[src/rtl/irq_pkg.sv]
package irq_pkg;
    localparam int NUM_EXT     = 8;
    localparam int NUM_INT     = 8;
    localparam int NUM_SRC     = NUM_EXT + NUM_INT;
    localparam int IDX_W       = $clog2(NUM_SRC);
    localparam int CFG_W       = 2 * NUM_EXT;
    localparam int DATA_W      = NUM_SRC;
    localparam int ADDR_W      = 2;
    localparam int SYNC_STAGES = 2;

    typedef enum logic [ADDR_W-1:0] {
        RA_SENSE   = 2'd0,
        RA_ENABLE  = 2'd1,
        RA_PENDING = 2'd2,
        RA_SPARE   = 2'd3
    } reg_addr_e;

    typedef struct packed {
        logic             valid;
        logic [IDX_W-1:0] idx;
    } win_t;

    function automatic logic [NUM_EXT-1:0] edge_bits(input logic [CFG_W-1:0] c);
        logic [NUM_EXT-1:0] r;
        for (int k = 0; k < NUM_EXT; k++) r[k] = c[2*k];
        return r;
    endfunction

    function automatic logic [NUM_EXT-1:0] wake_bits(input logic [CFG_W-1:0] c);
        logic [NUM_EXT-1:0] r;
        for (int k = 0; k < NUM_EXT; k++) r[k] = c[2*k+1];
        return r;
    endfunction
endpackage

[src/rtl/irq_pin_sense.sv]
module irq_pin_sense
    import irq_pkg::*;
#(
    parameter int STAGES = SYNC_STAGES
) (
    input  logic clk,
    input  logic rst,
    input  logic pin_n,
    input  logic edge_mode,
    input  logic clr,
    output logic pend
);
    logic [STAGES-1:0] sync_q;
    logic              prev_q;
    logic              latch_q;
    logic              fell;

    always_ff @(posedge clk) begin
        if (rst) begin
            sync_q <= '1;
            prev_q <= 1'b1;
        end else begin
            sync_q <= {sync_q[STAGES-2:0], pin_n};
            prev_q <= sync_q[STAGES-1];
        end
    end

    assign fell = prev_q & ~sync_q[STAGES-1];

    always_ff @(posedge clk) begin
        if (rst || !edge_mode) latch_q <= 1'b0;
        else if (fell)         latch_q <= 1'b1;
        else if (clr)          latch_q <= 1'b0;
    end

    assign pend = edge_mode ? latch_q : ~sync_q[STAGES-1];
endmodule

[src/rtl/irq_prio_enc.sv]
module irq_prio_enc
    import irq_pkg::*;
(
    input  logic [NUM_SRC-1:0] req,
    output win_t               win
);
    always_comb begin
        win = '0;
        for (int i = NUM_SRC - 1; i >= 0; i--) begin
            if (req[i]) begin
                win.valid = 1'b1;
                win.idx   = IDX_W'(i);
            end
        end
    end
endmodule

[src/rtl/irq_regs.sv]
module irq_regs
    import irq_pkg::*;
(
    input  logic                 clk,
    input  logic                 rst,
    input  logic                 wr,
    input  logic [ADDR_W-1:0]    addr,
    input  logic [DATA_W-1:0]    wdata,
    input  logic [NUM_SRC-1:0]   pend,
    output logic [CFG_W-1:0]     cfg,
    output logic [NUM_SRC-1:0]   en,
    output logic [NUM_EXT-1:0]   clr,
    output logic [DATA_W-1:0]    rdata
);
    reg_addr_e sel;
    assign sel = reg_addr_e'(addr);

    always_ff @(posedge clk) begin
        if (rst) begin
            cfg <= '0;
            en  <= '0;
        end else if (wr) begin
            if (sel == RA_SENSE)  cfg <= wdata;
            if (sel == RA_ENABLE) en  <= wdata;
        end
    end

    assign clr = (wr && sel == RA_PENDING) ? wdata[NUM_EXT-1:0] : '0;

    always_comb begin
        unique case (sel)
            RA_SENSE:   rdata = cfg;
            RA_ENABLE:  rdata = en;
            RA_PENDING: rdata = pend;
            default:    rdata = '0;
        endcase
    end
endmodule

[src/rtl/irq_prio_ctrl.sv]
module irq_prio_ctrl
    import irq_pkg::*;
(
    input  logic                 clk,
    input  logic                 rst,
    input  logic [NUM_EXT-1:0]   ext_irq_n,
    input  logic [NUM_INT-1:0]   int_irq,
    input  logic                 reg_wr,
    input  logic [ADDR_W-1:0]    reg_addr,
    input  logic [DATA_W-1:0]    reg_wdata,
    output logic [DATA_W-1:0]    reg_rdata,
    output logic                 irq_req,
    output logic [IDX_W:0]       irq_code,
    output logic                 wake
);
    logic [CFG_W-1:0]   cfg_vec;
    logic [NUM_SRC-1:0] en_vec;
    logic [NUM_SRC-1:0] pend_vec;
    logic [NUM_EXT-1:0] clr_vec;
    logic [NUM_EXT-1:0] edge_sel;
    logic [NUM_SRC-1:0] live_vec;
    win_t               win;

    assign edge_sel = edge_bits(cfg_vec);

    irq_regs u_regs (
        .clk(clk), .rst(rst), .wr(reg_wr), .addr(reg_addr), .wdata(reg_wdata),
        .pend(pend_vec), .cfg(cfg_vec), .en(en_vec), .clr(clr_vec), .rdata(reg_rdata)
    );

    for (genvar k = 0; k < NUM_EXT; k++) begin : g_pin
        irq_pin_sense #(.STAGES(SYNC_STAGES)) u_pin (
            .clk(clk), .rst(rst), .pin_n(ext_irq_n[k]), .edge_mode(edge_sel[k]),
            .clr(clr_vec[k]), .pend(pend_vec[k])
        );
    end

    assign pend_vec[NUM_SRC-1:NUM_EXT] = int_irq;
    assign live_vec = pend_vec & en_vec;

    irq_prio_enc u_enc (.req(live_vec), .win(win));

    assign irq_code = win;
    assign irq_req  = |live_vec;
    assign wake     = |(pend_vec[NUM_EXT-1:0] & wake_bits(cfg_vec));
endmodule

[config.mk]
export PLATFORM = sky130hd
export DESIGN_NAME = irq_prio_ctrl
export DESIGN_NICKNAME = d
export VERILOG_FILES = /design/src/rtl/irq_pkg.sv /design/src/rtl/irq_pin_sense.sv /design/src/rtl/irq_prio_enc.sv /design/src/rtl/irq_regs.sv /design/src/rtl/irq_prio_ctrl.sv
export SDC_FILE = /design/constraint.sdc
export NUM_CORES = 1
export LEC_CHECK = 0
export BUFFER_PORTS_ARGS = -buffer_cell sky130_fd_sc_hd__buf_4
export CORE_MARGIN = 2
export CORE_UTILIZATION = 54
export DETAILED_ROUTE_END_ITERATION = 8
export HOLD_SLACK_MARGIN = 0.03
export PLACE_DENSITY = 0.79
export SKIP_CTS_REPAIR_TIMING = 1
export SLEW_MARGIN = 20
export SYNTH_ARGS = -nofsm -noshare
export SYNTH_HDL_FRONTEND = slang
export SYNTH_SLANG_ARGS = --single-unit
[constraint.sdc]
create_clock -name clk -period 1.95 [get_ports clk]
set_clock_uncertainty 0.15 [all_clocks]
set_input_delay 0.195 -clock clk [delete_from_list [all_inputs] [get_ports clk]]
set_output_delay 0.195 -clock clk [all_outputs]
set_load 0.1 [all_outputs]
==> impl_metrics.py <==
metrics = {
    "run_status": {
        "status": "finished with violations",
        "violations": "setup timing",
    },
    "cts": {
        "max-clock-path-buffers": 2,
        "clock-sinks": 64,
        "h-tree-depth": 3,
        "cts_tree": "yes",
        "clock_latency_ns": 0.34,
        "clkTransAtPathRegs_ns": 0.08,
        "clock-root-buffer": "clkbuf_8",
        "cts_made_buffers": 9,
    },
    "final_layout": {
        "layout_common_cells": "nand2_1, buf_4, dfxtp_1, a21oi_1",
        "num-nets-final": 496,
        "layout-drive-gt1-share": 0.3405,
        "syn_to_final_growth_pct": 52.45,
        "layout_commonest_cell": "nand2_1",
        "utilization": 0.8632,
        "n_antenna_cell": 0,
    },
    "routing": {
        "viasPerCell": 5.845,
        "wire_per_inst_um": 18.01,
        "dr_total_vias": 3121,
        "firstDrtPassIters": 6,
        "wirelength_um": 9616,
        "drtIter0Drc": 279,
        "drc": 0,
        "ant_nets": 0,
    },
    "critical_path": {
        "path_class": "reg -> out",
        "startpoint_type": "flip-flop",
        "cp_max_fo": 3,
        "cp.arrival_ns": 1.99,
        "r2r_end": "g_pin[2].u_pin.latch_q",
        "end_kind": "output pin",
        "reg2reg_depth": 4,
        "r2r_slack_ns": 0.87,
        "required_ns": 1.60,
        "r2r-start": "g_pin[2].u_pin.latch_q",
    },
    "global_route": {
        "grt_pass1_wl_um": 13170,
        "grt_max_degree": 65,
        "grt_pass1_vias": 2706,
        "grt.total_usage": 0.2833,
        "gr-total-overflow": 0,
        "antenna_found_initial": 0,
    },
    "logic_synthesis": {
        "ys_ff_latch": 64,
        "syn-mean-instance-area_um2": 8.084,
        "ys_warn_count": 0,
        "netlist_area_um2": 2910,
        "synth_cell_types": 41,
        "synth_cells": 360,
        "yosysSeqAreaShare": 0.4402,
        "syn-num-nets": 397,
    },
    "worst_hold_path": {
        "hold_start": "rst",
        "min_path_type": "in -> reg",
        "whs_endpoint": "u_regs.en[6]",
        "min_path_cells": 2,
    },
    "die": {
        "die_x_um": 77.41,
        "dieArea_um2": 5992,
        "die_h_um": 77.41,
        "io_pins": 60,
        "core-area_um2": 5140,
        "fp-row-count": 26,
        "initial_core_util": 0.5662,
    },
    "sta": {
        "hold_slack_ns": 0.2108,
        "max_freq_mhz": 429.0,
        "worst_slack_ns": -0.3812,
        "period_share": 1.195,
        "hold_viol": 0,
        "rsz0062_at_grt": "yes",
        "worst_pin_slew_ns": 0.6788,
        "report.final.slew_viol_count": 0,
        "setup_viol": 7,
        "post-route-min-period_ns": 2.331,
        "max-slew-margin-rel": 0.5464,
    },
    "power_and_ir_drop": {
        "peakVddDrop_v": 0.0008110,
        "power_density_nw_per_um2": 744.4,
        "p_leak_nw": 1.783,
    },
    "place": {
        "place_hpwl_um": 5568,
        "io_buffers": 59,
        "globalplace.congestion": 0.8579,
    },
    "flow_run": {
        "cap_violations": 0,
    },
}
where the power goes:
part           switching [mW]  internal, mW  total [mW]
Clock                   0.532         0.623        1.16
Combinational           0.480         0.285       0.764
Sequential             0.0361          1.35        1.38
Total                    1.05          2.26        3.30
flip-flops by register name, indices dropped and copies added (netlist names):
register and count:
g_pin.u_pin.sync_q 16, g_pin.u_pin.latch_q 8, u_regs.en 16, u_regs.cfg 16, g_pin.u_pin.prev_q 8
cell type report:
class / instances / area (um^2)
Clock buffer: 11 / 141.4
Clock inverter: 5 / 56.30
Fill cell: 286 / 703.2
Inverter: 13 / 48.80
Multi-Input combinational cell: 263 / 1814
Sequential cell: 64 / 1301
Tap cell: 70 / 87.58
Timing Repair Buffer: 108 / 987.2
worst max-delay path by stage:
| stage | to | slack (ns) | from |
|---|---|---|---|
| floorplan | irq_code[2] | -0.50 | u_regs.cfg[8] |
| global placement | irq_code[3] | -0.007 | u_regs.cfg[6] |
| detailed placement | irq_code[3] | -0.07 | u_regs.cfg[6] |
| CTS | irq_code[3] | -0.44 | u_regs.cfg[6] |
| global route | irq_req | -0.42 | g_pin[3].u_pin.latch_q |
| finish | irq_req | -0.38 | g_pin[3].u_pin.sync_q[1] |
worst max-delay path: stages, from the launching register on:
cell and delay, ns:
dfxtp_2 0.33, inv_2 0.04, o21a_4 0.21, a22o_4 0.27, nor4_4 0.33, buf_4 0.20, nand3_4 0.08, buf_12 0.18
layer usage:
layer	global-route usage	part of all wire	up-vias	wire length (um)
met5	0	0	-	0
met4	0.1250	0.048	0	459
met3	0.04884	0.066	54	631
met2	0.4791	0.49	184	4726
met1	0.3549	0.39	1461	3798
li1	-	-	1422	-
kinds of logic (layout without fill, tap and decap cells):
group / Yosys count / count (layout) / synth area share
compound gates: 92 / 92 / 0.1900
buf+inv: 33 / 137 / 0.04643
flops: 64 / 64 / 0.4402
mux: 18 / 18 / 0.06449
simple gates: 153 / 153 / 0.2588
stage by stage:
| step | power, mW | setup WS, ns | instance area [um^2] | std cells | setup TNS (ns) |
|---|---|---|---|---|---|
| CTS | 3.160 | -0.4400 | 3875 | 504 | -2.836 |
| global route | 3.380 | -0.4211 | 4437 | 534 | -2.329 |
| floorplan | 1.847 | -0.4977 | 3092 | 360 | -1.781 |
| global placement | 2.023 | -0.006648 | 3677 | 488 | -0.006648 |
| detailed placement | 2.032 | -0.06775 | 3677 | 488 | -0.1013 |
| finish | 3.303 | -0.3812 | 4437 | 534 | -2.002 |
synth_stat cells:
library cell  instances  area [um^2]
nand2_1              93        349.1
dfxtp_1              64         1281
a21oi_1              46        230.2
or2_1                24        150.1
mux2i_1              16        160.2
o21ai_1              16        80.08
clkbuf_1             11        41.29
buf_2                 9        45.04
inv_1                 7        26.28
nand2b_1              7        43.79
nand3_1               7        35.03
nor3b_1               6        45.04
a21boi_1              5        37.54
o211ai_1              5        37.54
a22o_1                3        26.28
a22oi_1               3        22.52
a31oi_1               3        18.77
and2_1                3        18.77
clkinv_1              3        11.26
inv_2                 3        11.26
mux2i_2               2        27.53
nor2_1                2        7.510
nor3_1                2        10.01
nor3b_2               2        25.02
o21a_1                2        15.01
a211oi_1              1        7.510
a221oi_1              1        8.760
a22o_2                1        10.01
a22o_4                1        17.52
a32o_1                1        10.01
a32oi_1               1        8.760
a41oi_1               1        8.760
and3_1                1        6.260
and3b_1               1        8.760
nand2_4               1        11.26
nand4_1               1        6.260
nor2b_1               1        6.260
nor4_4                1        21.27
o21a_2                1        8.760
o21ai_0               1        5.000
or3b_1                1        8.760
Note: power is estimated with default switching activity, not from simulation.
